<file path="src/rtl/kpd_pkg.sv">
package kpd_pkg;
   localparam int NIB_W  = 4;
   localparam int CODE_W = 2 * NIB_W;

   typedef logic [CODE_W-1:0] key_code_t;

   // Pack zero-based row/column indices into a one-based {row, col} code.
   function automatic key_code_t pack_code(input int unsigned row_idx,
                                           input int unsigned col_idx);
      return {NIB_W'(row_idx + 1), NIB_W'(col_idx + 1)};
   endfunction
endpackage

</file>
<file path="src/rtl/kpd_sync.sv">
module kpd_sync #(
   parameter int W      = 4,
   parameter int STAGES = 3
) (
   input  logic         clk,
   input  logic         rst,
   input  logic [W-1:0] d,
   output logic [W-1:0] q
);
   if (STAGES < 2) begin : g_bad_stages
      $error("kpd_sync: STAGES must be at least 2");
   end

   logic [W-1:0] chain [STAGES];

   always_ff @(posedge clk) begin
      if (rst) chain[0] <= '0;
      else     chain[0] <= d;
   end

   for (genvar s = 1; s < STAGES; s++) begin : g_stage
      always_ff @(posedge clk) begin
         if (rst) chain[s] <= '0;
         else     chain[s] <= chain[s-1];
      end
   end

   assign q = chain[STAGES-1];
endmodule

</file>
<file path="src/rtl/kpd_scan.sv">
module kpd_scan
   import kpd_pkg::*;
#(
   parameter int ROWS  = 4,
   parameter int COLS  = 4,
   parameter int DWELL = 16
) (
   input  logic            clk,
   input  logic            rst,
   input  logic [COLS-1:0] col_sync,
   output logic [ROWS-1:0] row_drive,
   output key_code_t       scan_code
);
   localparam int RW = (ROWS > 1) ? $clog2(ROWS) : 1;
   localparam int DW = (DWELL > 1) ? $clog2(DWELL) : 1;
   localparam int CW = (COLS > 1) ? $clog2(COLS) : 1;

   logic [RW-1:0] row_q;
   logic [DW-1:0] dwell_q;
   logic          found_q;
   key_code_t     found_code_q;
   key_code_t     scan_code_q;

   logic          hit;
   logic [CW-1:0] col_idx;
   key_code_t     hit_code;
   logic          last_dwell;
   logic          last_row;

   // Lowest-numbered active column wins.
   always_comb begin
      hit     = 1'b0;
      col_idx = '0;
      for (int c = COLS - 1; c >= 0; c--) begin
         if (col_sync[c]) begin
            hit     = 1'b1;
            col_idx = CW'(c);
         end
      end
   end

   assign hit_code   = pack_code(int'(row_q), int'(col_idx));
   assign last_dwell = (dwell_q == DW'(DWELL - 1));
   assign last_row   = (row_q == RW'(ROWS - 1));

   always_ff @(posedge clk) begin
      if (rst) begin
         row_q        <= '0;
         dwell_q      <= '0;
         found_q      <= 1'b0;
         found_code_q <= '0;
         scan_code_q  <= '0;
      end else if (last_dwell) begin
         dwell_q <= '0;
         row_q   <= last_row ? '0 : RW'(row_q + 1'b1);
         if (last_row) begin
            if (found_q)  scan_code_q <= found_code_q;
            else if (hit) scan_code_q <= hit_code;
            else          scan_code_q <= '0;
            found_q      <= 1'b0;
            found_code_q <= '0;
         end else if (hit && !found_q) begin
            // First row to hit in this sweep is kept.
            found_q      <= 1'b1;
            found_code_q <= hit_code;
         end
      end else begin
         dwell_q <= DW'(dwell_q + 1'b1);
      end
   end

   for (genvar r = 0; r < ROWS; r++) begin : g_row
      assign row_drive[r] = (row_q == RW'(r));
   end

   assign scan_code = scan_code_q;

   AST_ROW_ONEHOT: assert property (@(posedge clk) disable iff (rst)
      $onehot(row_drive));
   AST_ROW_ROTATE: assert property (@(posedge clk) disable iff (rst)
      !$stable(row_drive) |-> row_drive == {$past(row_drive[ROWS-2:0]), $past(row_drive[ROWS-1])});
endmodule

</file>
<file path="src/rtl/kpd_debounce.sv">
module kpd_debounce
   import kpd_pkg::*;
#(
   parameter int DEBOUNCE = 1_000_000
) (
   input  logic      clk,
   input  logic      rst,
   input  key_code_t cand,
   output key_code_t held,
   output logic      strobe
);
   localparam int NW = (DEBOUNCE > 1) ? $clog2(DEBOUNCE) : 1;

   key_code_t     held_q;
   logic          strobe_q;
   logic [NW-1:0] cnt_q;

   always_ff @(posedge clk) begin
      if (rst) begin
         held_q   <= '0;
         strobe_q <= 1'b0;
         cnt_q    <= '0;
      end else begin
         strobe_q <= 1'b0;
         if (cand != held_q) begin
            if (cnt_q == NW'(DEBOUNCE - 1)) begin
               held_q   <= cand;
               strobe_q <= 1'b1;
               cnt_q    <= '0;
            end else begin
               cnt_q <= NW'(cnt_q + 1'b1);
            end
         end else begin
            cnt_q <= '0;
         end
      end
   end

   assign held   = held_q;
   assign strobe = strobe_q;

   AST_HELD_ON_STROBE: assert property (@(posedge clk) disable iff (rst)
      !$stable(held_q) |-> strobe_q);
   AST_STROBE_SINGLE: assert property (@(posedge clk) disable iff (rst)
      strobe_q |=> !strobe_q);
   AST_STROBE_CHANGES: assert property (@(posedge clk) disable iff (rst)
      strobe_q |-> held_q != $past(held_q));
endmodule

</file>
<file path="src/rtl/kpd_scanner.sv">
module kpd_scanner
   import kpd_pkg::*;
#(
   parameter int ROWS        = 4,
   parameter int COLS        = 4,
   parameter int SYNC_STAGES = 3,
   parameter int DWELL       = 16,
   parameter int DEBOUNCE    = 1_000_000
) (
   input  logic            clk,
   input  logic            rst,
   input  logic [COLS-1:0] col_in,
   output logic [ROWS-1:0] row_drive,
   output logic [7:0]      key_code,
   output logic            key_valid,
   output logic            key_strobe
);
   if (ROWS < 2 || ROWS > 15 || COLS < 1 || COLS > 15) begin : g_bad_dims
      $error("kpd_scanner: ROWS must be 2..15 and COLS 1..15");
   end
   if (DWELL < SYNC_STAGES + 2) begin : g_bad_dwell
      $error("kpd_scanner: DWELL must exceed synchroniser latency by 2");
   end
   if (DEBOUNCE < 2) begin : g_bad_deb
      $error("kpd_scanner: DEBOUNCE must be at least 2");
   end

   logic [COLS-1:0] col_sync;
   key_code_t       scan_code;
   key_code_t       held;

   kpd_sync #(.W(COLS), .STAGES(SYNC_STAGES)) u_sync (
      .clk(clk), .rst(rst), .d(col_in), .q(col_sync));

   kpd_scan #(.ROWS(ROWS), .COLS(COLS), .DWELL(DWELL)) u_scan (
      .clk(clk), .rst(rst), .col_sync(col_sync),
      .row_drive(row_drive), .scan_code(scan_code));

   kpd_debounce #(.DEBOUNCE(DEBOUNCE)) u_deb (
      .clk(clk), .rst(rst), .cand(scan_code),
      .held(held), .strobe(key_strobe));

   assign key_code  = held;
   assign key_valid = |held;

   AST_CODE_FIELDS: assert property (@(posedge clk) disable iff (rst)
      key_valid |-> (key_code[7:4] >= 4'd1 && key_code[7:4] <= 4'(ROWS)
                  && key_code[3:0] >= 4'd1 && key_code[3:0] <= 4'(COLS)));
endmodule

</file>
<file path="config.mk">
export PLATFORM = sky130hd
export DESIGN_NAME = kpd_scanner
export DESIGN_NICKNAME = d
export VERILOG_FILES = /design/src/rtl/kpd_pkg.sv /design/src/rtl/kpd_sync.sv /design/src/rtl/kpd_scan.sv /design/src/rtl/kpd_debounce.sv /design/src/rtl/kpd_scanner.sv
export SDC_FILE = /design/constraint.sdc
export NUM_CORES = 1
export LEC_CHECK = 0
export BUFFER_PORTS_ARGS = -buffer_cell sky130_fd_sc_hd__buf_2
export CORE_UTILIZATION = 45
export CTS_BUF_LIST = sky130_fd_sc_hd__clkbuf_4 sky130_fd_sc_hd__clkbuf_8 sky130_fd_sc_hd__clkbuf_16
export CTS_CLUSTER_DIAMETER = 80
export CTS_CLUSTER_SIZE = 28
export DETAILED_ROUTE_END_ITERATION = 12
export GPL_TIMING_DRIVEN = 1
export PLACE_DENSITY_LB_ADDON = 0.3
export SYNTH_ARGS = -nofsm -noshare
export SYNTH_HDL_FRONTEND = slang
export SYNTH_SLANG_ARGS = --single-unit
</file>
<file path="constraint.sdc">
create_clock -name clk -period 2.9 [get_ports clk]
set_clock_uncertainty 0.15 [all_clocks]
set_input_delay 0.435 -clock clk [delete_from_list [all_inputs] [get_ports clk]]
set_output_delay 0.435 -clock clk [all_outputs]
set_load 0.005 [all_outputs]
</file>
==> Yosys cells after proc, flatten, opt, wreduce, memory -nomap -nowiden <==
Memories as Yosys holds them, arrays and structs flattened.
Index checks and enable logic that the tools add are counted.
{ "op_classes": {"muxes": 22, "reduce_logical": 11, "bitwise_logic": 4, "n_eq_ne": 6, "add_sub_neg": 5} }
{ "ops": {"columns": ["op", "n"], "rows": [
  ["$mux 8", 4],
  ["$add 20x1->20 const B", 1],
  ["$eq 20x20->1 const B", 1],
  ["$mux 4", 3],
  ["$mux 1", 10],
  ["$mux 2", 5],
  ["$ne 8x8->1", 1],
  ["$reduce_or 8->1", 1],
  ["$add 2x1->3 const B", 2],
  ["$reduce_and 2->1", 3],
  ["$add 4x1->4 const B", 1],
  ["$eq 2x2->1 const B", 2],
  ["$eq 4x4->1 const B", 1],
  ["$reduce_or 2->1", 2],
  ["$or 1x1->1", 3],
  ["$reduce_or 3->1", 1],
  ["$add 2x1->2 const B", 1],
  ["$eq 2x1->1 const B", 1],
  ["$logic_not 2->1", 1],
  ["$reduce_bool 2->1", 1],
  ["$logic_and 1x1->1", 1],
  ["$logic_not 1->1", 1],
  ["$not 1->1", 1]
]} }
{ "totals": {"inputBits": 6, "memories": 1, "output_inout_bits": 14, "register_bits": 52, "mem_bits_rw": 12} }
{ "mem_list": {"columns": ["name", "words", "width", "rd", "rd_clocked_by_memory_dff", "write_ports", "line", "rtl"], "rows": [
  ["u_sync.chain", 3, 4, 3, 0, 3, "kpd_sync.sv:14", "logic [W-1:0] chain [STAGES];"]
]} }

==> Depth between registers and ports, before layout <==
Gate-level depths: netlist of run 1.
An unclocked memory read counts as a cell.
{ "depth": {"depth_word": 8, "ltp_mapped": 6} }

==> Hierarchy <==
Synthesis of run 1 repeated with hierarchy kept, for this count alone.
{ "unflattened": {"cells_unflattened": 284, "area_unflattened_um2": 2720.1} }
{ "by_module_without_submodules": {"columns": ["mod", "n_inst", "area_each_um2", "seq_area_each_um2", "cells_each"], "rows": [
  ["kpd_debounce", 1, 1425.1, 580.6, 157],
  ["kpd_scan", 1, 912.1, 360.3, 99],
  ["kpd_sync", 1, 366.6, 240.2, 25],
  ["kpd_scanner", 1, 16.3, 0.0, 3]
]} }

==> Worst setup path after synthesis of run 1 <==
Ideal clock, no wire load.
{ "synth_path": {"path_type": "reg2reg", "from": "reg u_deb.cnt_q[15]", "to": "reg u_deb.held_q[0] (netlist: u_deb.held[0])", "stages_incl_launch_ff": 5, "synth_period_minus_slack_ns": 2.118, "setup_slack_ns": 0.782, "t_arrival_ns": 1.896, "required_ns": 2.678, "setup_ns": 0.072, "path_buffers": 0, "cell_sequence": "dfxtp_1 > or4b_1 > or4_4 > a211oi_4 > mux2i_1"} }
{ "synth_between": {"elab_chain_len": 2} }
{ "synth_lines": {"columns": ["item", "line", "rtl"], "rows": [
  ["start: declaration", "kpd_debounce.sv:16", "logic [NW-1:0] cnt_q;"],
  ["start signal: assignment", "kpd_debounce.sv:31", "cnt_q <= NW'(cnt_q + 1'b1);"],
  ["$eq 20x20->1", "kpd_debounce.sv:26", "if (cnt_q == NW'(DEBOUNCE - 1)) begin"],
  ["$reduce_and 2->1 (no line)", null, null],
  ["end signal: assignment", "kpd_debounce.sv:27", "held_q <= cand;"],
  ["end: declaration", "kpd_debounce.sv:14", "key_code_t held_q;"]
]} }
Every way passes these cells.
A chain may end at the register's enable or synchronous reset.

==> Final worst setup path of run 1 <==
{ "layout_path": {"from": "reg u_deb.cnt_q[15]", "to": "reg u_deb.held_q[4] (netlist: u_deb.held[4])"} }
Same word-level chain as after synthesis.

==> impl_metrics.yaml, run 1 <==
grt:
  grt_pass1_wl_um: 7970
  grt_antenna_before_repair: 0
  grtUsageTotal_pct: 17.2
  grt_pass1_vias: 1818
  grt-ovfl-total: 0
  grt_max_degree: 49
die:
  start_util_pct: 47.8
  die_w_um: 76.3
  die_h_um: 76.3
  row_count: 26
  dieArea_um2: 5830
  ios: 20
  core_area_um2: 5200
cells_and_area:
  nFillCells: 488
  nets: 294
  syn2layout_area_growth_pct: 12.9
  post-route-cell-area_um2: 2810
  layoutNonFillerInstCount: 356
  utilization_pct: 53.9
  drive_above_1_share_pct: 13.6
  antenna_cells: 0
sta:
  finalHoldWorstSlack_ps: 166
  tns_ps: 0
  fin_crit_sh_pct: 77.4
  clock.fmax_mhz: 445
  period_needed_ps: 2250
  finalSetupViolCount: 0
  rsz0062_at_grt: "false"
  final_hold_viol_count: 0
  worst_pin_slew_ps: 677
  drv_slew: 0
  slew_headroom_pct: 54.4
pwr:
  leakage_nw: 1.03
  ir_drop_v: 0.000338
  cellPowerDensity_nw_per_um2: 561
placement:
  dp_hpwl_um: 2920
  placed_area_um2: 2610
  dp.cells: 341
  io_buffers: 17
  routabilityCongestion: 0.745
drt:
  wl_um: 4480
  vias: 1885
  routed_via_density: 5.29
  wire_per_inst_um: 12.6
  dr.first_iter.drc_count: 65
  first_pass_iters: 4
  ant_nets: 0
  drc: 0
worst_setup_path:
  worstPathArrival_ps: 2350
  r2r_setup_slack_ps: 650
  critPathLaunch: "u_deb.cnt_q[15]"
  reg2reg_depth: 4
  end_kind: "flop"
  critPathMaxFanout: 7
  critPathKind: "reg -> reg"
  r2r_start: "u_deb.cnt_q[15]"
  worstPathRequired_ps: 3000
  cp-start-kind: "flop"
  r2r_end: "u_deb.held[4]"
  crit_path_end: "u_deb.held[4]"
status:
  outcome: "finished clean"
synthesis:
  synth-edff-count: 0
  ys_types: 39
  yosys_warnings: 0
  synthCells: 267
  ys_seq_area_share_pct: 45.9
  yosys_most_used_dff: "dfxtp_1"
  synthArstFlopShare_pct: 0
  synth_area_um2: 2490
  ys_seq_elements: 57
  synth.avg_cell_area_um2: 9.32
clocking:
  clockBufferDepth: 2
  cts_tree: "yes"
  cts.repair.resized: 0
  clkTransAtPathRegs_ps: 60
  cts.htree.levels: 3
  clkLatencyLatePin_ps: 330
  cts_inserted_buffers: 9
  cts_root_buffer: "clkbuf_8"
  cts_hold_buf: 0
  cts_sinks: 57
  cts_setup_buffers: 0
run:
  maxCapViolations: 0
worst_hold_path:
  hold_class: "in -> reg"
-- per-layer routing --
layer	wire length, um	vias to the layer above	track usage [%]
met1	2170	873	19.6
met4	75	0	7.50
met3	190	8	6.95
met5	0	-	0
li1	-	967	-
met2	2050	37	28.3
-- worst max-delay path, stage by stage (launching register included) --
cell and delay, ps:
dfxtp_1 320, or4b_1 510, or4_4 540, a211oi_4 400, mux2i_1 250
-- cell type report --
cell class	count	area [um2]	share of cell area, %
flip-flops and latches	57	1140	40.6
multi-input cells	188	1250	44.5
clock buffers	12	159	5.66
inverters	6	22.5	0.802
repair buffers	20	108	3.83
well taps	70	87.6	3.12
clock inverters	3	40.0	1.43
-- metrics by stage --
stage	setup slack, ps	power (mW)
after detailed placement	646	0.856
after CTS	631	1.60
after floorplan	782	0.848
after global placement	684	0.855
after global routing	577	1.64
final	654	1.58
-- cells by family (layout without fill, tap and decap cells) --
logic type	count (synthesis)	count (layout)	share of synthesized area (%)
other	1	2	0.151
muxes	7	7	2.82
buffers and inverters	23	41	4.02
AOI/OAI and AO/OA	35	35	10.4
adders and majority gates	6	6	3.02
DFF	57	57	45.9
xor gates and xnor gates	18	18	6.34
and+or+nand+nor	120	120	27.4
-- cells in the mapped netlist (3+ instances only) --
cell	n	area, um2
xor2_1	14	123
dfxtp_1	57	1140
and3_1	6	37.5
nand4_1	6	37.5
nor4_1	3	18.8
o21ai_0	5	25.0
nor2_1	16	60.1
inv_1	6	22.5
xnor2_1	4	35.0
mux2i_1	7	70.1
a211oi_1	9	67.6
and2_1	4	25.0
or3_1	3	18.8
nand2b_1	19	119
nand3_1	9	45.0
nor3_1	21	105
nor2b_1	14	87.6
a21oi_1	6	30.0
a221oi_1	3	26.3
nand2_1	7	26.3
o32ai_1	4	35.0
o21bai_1	3	22.5
buf_4	3	22.5
nand3b_1	3	22.5
clkbuf_1	12	45.0
ha_1	6	75.1
-- state kept, by name, summed over array words and instances (netlist names) --
register             cells
u_scan.scan_code         6
u_deb.held               6
u_scan.found_code_q      5
u_scan.row_q             2
u_sync.chain            12
u_scan.dwell_q           4
u_scan.found_q           1
u_deb.cnt_q             20
u_deb.strobe             1
-- how the worst min path moves through the flow --
stage	from	endpoint	slack [ps]	depth (start not counted)
final	col_in[3]	u_sync.chain[0][3]	170	2
after global placement	u_sync.chain[0][1]	u_sync.chain[1][1]	270	1
after global routing	col_in[3]	u_sync.chain[0][3]	160	2
after CTS	col_in[3]	u_sync.chain[0][3]	150	2
after detailed placement	u_sync.chain[0][3]	u_sync.chain[1][3]	280	1
after floorplan	u_sync.chain[0][0]	u_sync.chain[1][0]	260	1
-- where the power goes --
part | leakage, nW | switching [mW] | total [mW] | internal, mW
registers | 0.462 | 0.00511 | 0.798 | 0.793
clock network | 0.106 | 0.292 | 0.737 | 0.445
logic | 0.460 | 0.0222 | 0.0401 | 0.0179
-- cells in the final DEF, fill, tap and decap left out, drive strengths merged, types with 4 or more instances in the layout --
master and count:
a211oi 10, a21oi 6, and2 4, and3 6, buf 20, clkbuf 12
dfxtp 57, ha 6, inv 6, mux2i 7, nand2 7, nand2b 19
nand3 9, nand4 6, nor2 16, nor2b 14, nor3 21, o21ai 5
o32ai 4, or3 4, xnor2 4, xor2 14
Power figures use the tool's default switching activity.
==> run 2: changes to the inputs <==
Clock period 2.9 ns to 2.3 ns, I/O delays scaled along.
==> run 2 against run 1 <==
Net effect: non-clock buffer count rose by 5; final cell count is 1.7% higher; cell area is 3.5% higher; fmax grew 4.9%; register-to-register slack got worse by 500 ps; first-iteration DRC count increased by 63%; routed wire length rose by 1.7%; count of clock-buffer cells in the layout is 1 lower; clock power is 56% higher; via count shrank 0.16%; global-route usage rose by 0.74 points; largest cell class unchanged.
==> impl_metrics.yaml, run 2 (synthesis results as in run 1) <==
drt:
  wl_met2_um: 2090
  drc: 0
  ant_nets: 0
  wl_um: 4560
  wire_per_inst_um: 12.6
  met3_length_um: 167
  vias: 1882
  top_layer: "met4"
  dr.first_iter.drc_count: 106
  routed_via_density: 5.20
  met1Wirelength_um: 2260
  first_pass_iters: 4
cells_and_area:
  drive_above_1_share_pct: 15.4
  reg_top3: "u_deb.cnt_q: 20 flops, u_sync.chain: 12 flops"
  mostFrequentLayoutCell: "dfxtp_1"
  syn2layout_area_growth_pct: 16.9
  largest_reg_flops: 20
  seq_area_um2: 1140
  antenna_cells: 0
  nets: 299
  nFillCells: 474
  layoutNonFillerInstCount: 362
  multi_input_area_um2: 1250
  utilization_pct: 55.8
  regMostFlops: "u_deb.cnt_q"
  mostFrequentLayoutCells: "57 x dfxtp_1, 21 x nor3_1, 19 x nand2b_1, 17 x buf_2, 16 x nor2_1"
pwr:
  p_sw_share_pct: 19.5
  leakage_nw: 1.07
  cellPowerDensity_nw_per_um2: 762
  clkPwrFrac_pct: 52.2
  p_sw_uw: 431
  internal_power_mw: 1.78
  pwr-share-seq_pct: 45.5
  ir_drop_v: 0.000539
  combPwrFrac_pct: 2.4
  finalPower_mw: 2.21
sta:
  tns_ps: 0
  fin_crit_sh_pct: 93.1
  rsz0062_at_grt: "false"
  period_needed_ps: 2140
  final_hold_viol_count: 0
  finalSetupViolCount: 0
  clock.fmax_mhz: 467
  drv_slew: 0
worst_setup_path:
  critPathMaxFanout: 7
  worstPathRequired_ps: 2420
  worstPathArrival_ps: 2260
  end_kind: "flop"
  critPathKind: "reg -> reg"
  cp-start-kind: "flop"
grt:
  grt_antenna_before_repair: 0
  grt_pass1_wl_um: 8130
  grt-ovfl-total: 0
  grtUsageTotal_pct: 17.9
  grt_max_degree: 34
  grt_pass1_vias: 1765
die:
  start_util_pct: 47.8
  row_count: 26
  ios: 20
  die_w_um: 76.3
  die_h_um: 76.3
  dieArea_um2: 5830
  core_area_um2: 5200
clocking:
  cts_root_buffer: "clkbuf_8"
  clkTransAtPathRegs_ps: 60
  cts_sinks: 57
  cts_setup_buffers: 0
  cts.repair.resized: 0
  cts_inserted_buffers: 9
  clkLatencyLatePin_ps: 340
  cts.htree.levels: 3
  cts_hold_buf: 0
  clockBufferDepth: 2
  cts_tree: "yes"
placement:
  io_buffers: 17
  dp.cells: 346
  routabilityCongestion: 0.754
  dp_hpwl_um: 2990
status:
  outcome: "finished clean"
run:
  maxCapViolations: 0
worst_hold_path:
  hold_class: "in -> reg"
## run 2: routing by layer
layer	global-route usage [%]	vias up
met4	7.12	0
met2	26.6	27
met5	0	-
met3	8.26	6
met1	22.6	870
li1	-	979
## run 2: final cells by class
cell class / instances / share of cell area (%)
sequential: 57 / 39.3
multi-input combinational: 188 / 43.0
tap: 70 / 3.01
clock buffer: 11 / 4.99
clock inverter: 5 / 3.53
inverter: 6 / 0.775
timing repair buffer: 25 / 5.42
## run 2: through the flow
step	hold WS (ps)	instance area, um2	setup slack [ps]
2_1_floorplan	264	2490	182
3_3_place_gp	267	2660	195
3_5_place_dp	274	2660	169
4_1_cts	47.3	2910	145
5_1_grt	57.0	2910	40.2
6_report	68.3	2910	158
## run 2: power by group through the flow
| stage | clock network [mW] | logic [mW] | registers, mW |
|---|---|---|---|
| 5_1_grt | 1.23 | 0.0580 | 1.01 |
| 2_1_floorplan | 0 | 0.0417 | 1.03 |
| 4_1_cts | 1.19 | 0.0523 | 1.01 |
| 3_5_place_dp | 0 | 0.0521 | 1.03 |
| 3_3_place_gp | 0 | 0.0514 | 1.03 |
| 6_report | 1.15 | 0.0520 | 1.01 |
## run 2: worst max-delay path, stage by stage, from the launching register on
cell	delay, ps
dfxtp_1	320
or4b_1	510
or4_4	540
a211oi_4	210
buf_12	160
mux2i_1	180
## run 2: path summary, 6_finish.rpt
check | depth (start not counted) | startpoint | slack [ps] | to
worst max-delay path | 5 | u_deb.cnt_q[15] | 160 | u_deb.held[5]
worst min-delay path | 2 | col_in[1] | 70 | u_sync.chain[0][1]
worst max register to register | 5 | u_deb.cnt_q[15] | 160 | u_deb.held[5]
worst min register to register | 1 | u_sync.chain[0][1] | 280 | u_sync.chain[1][1]
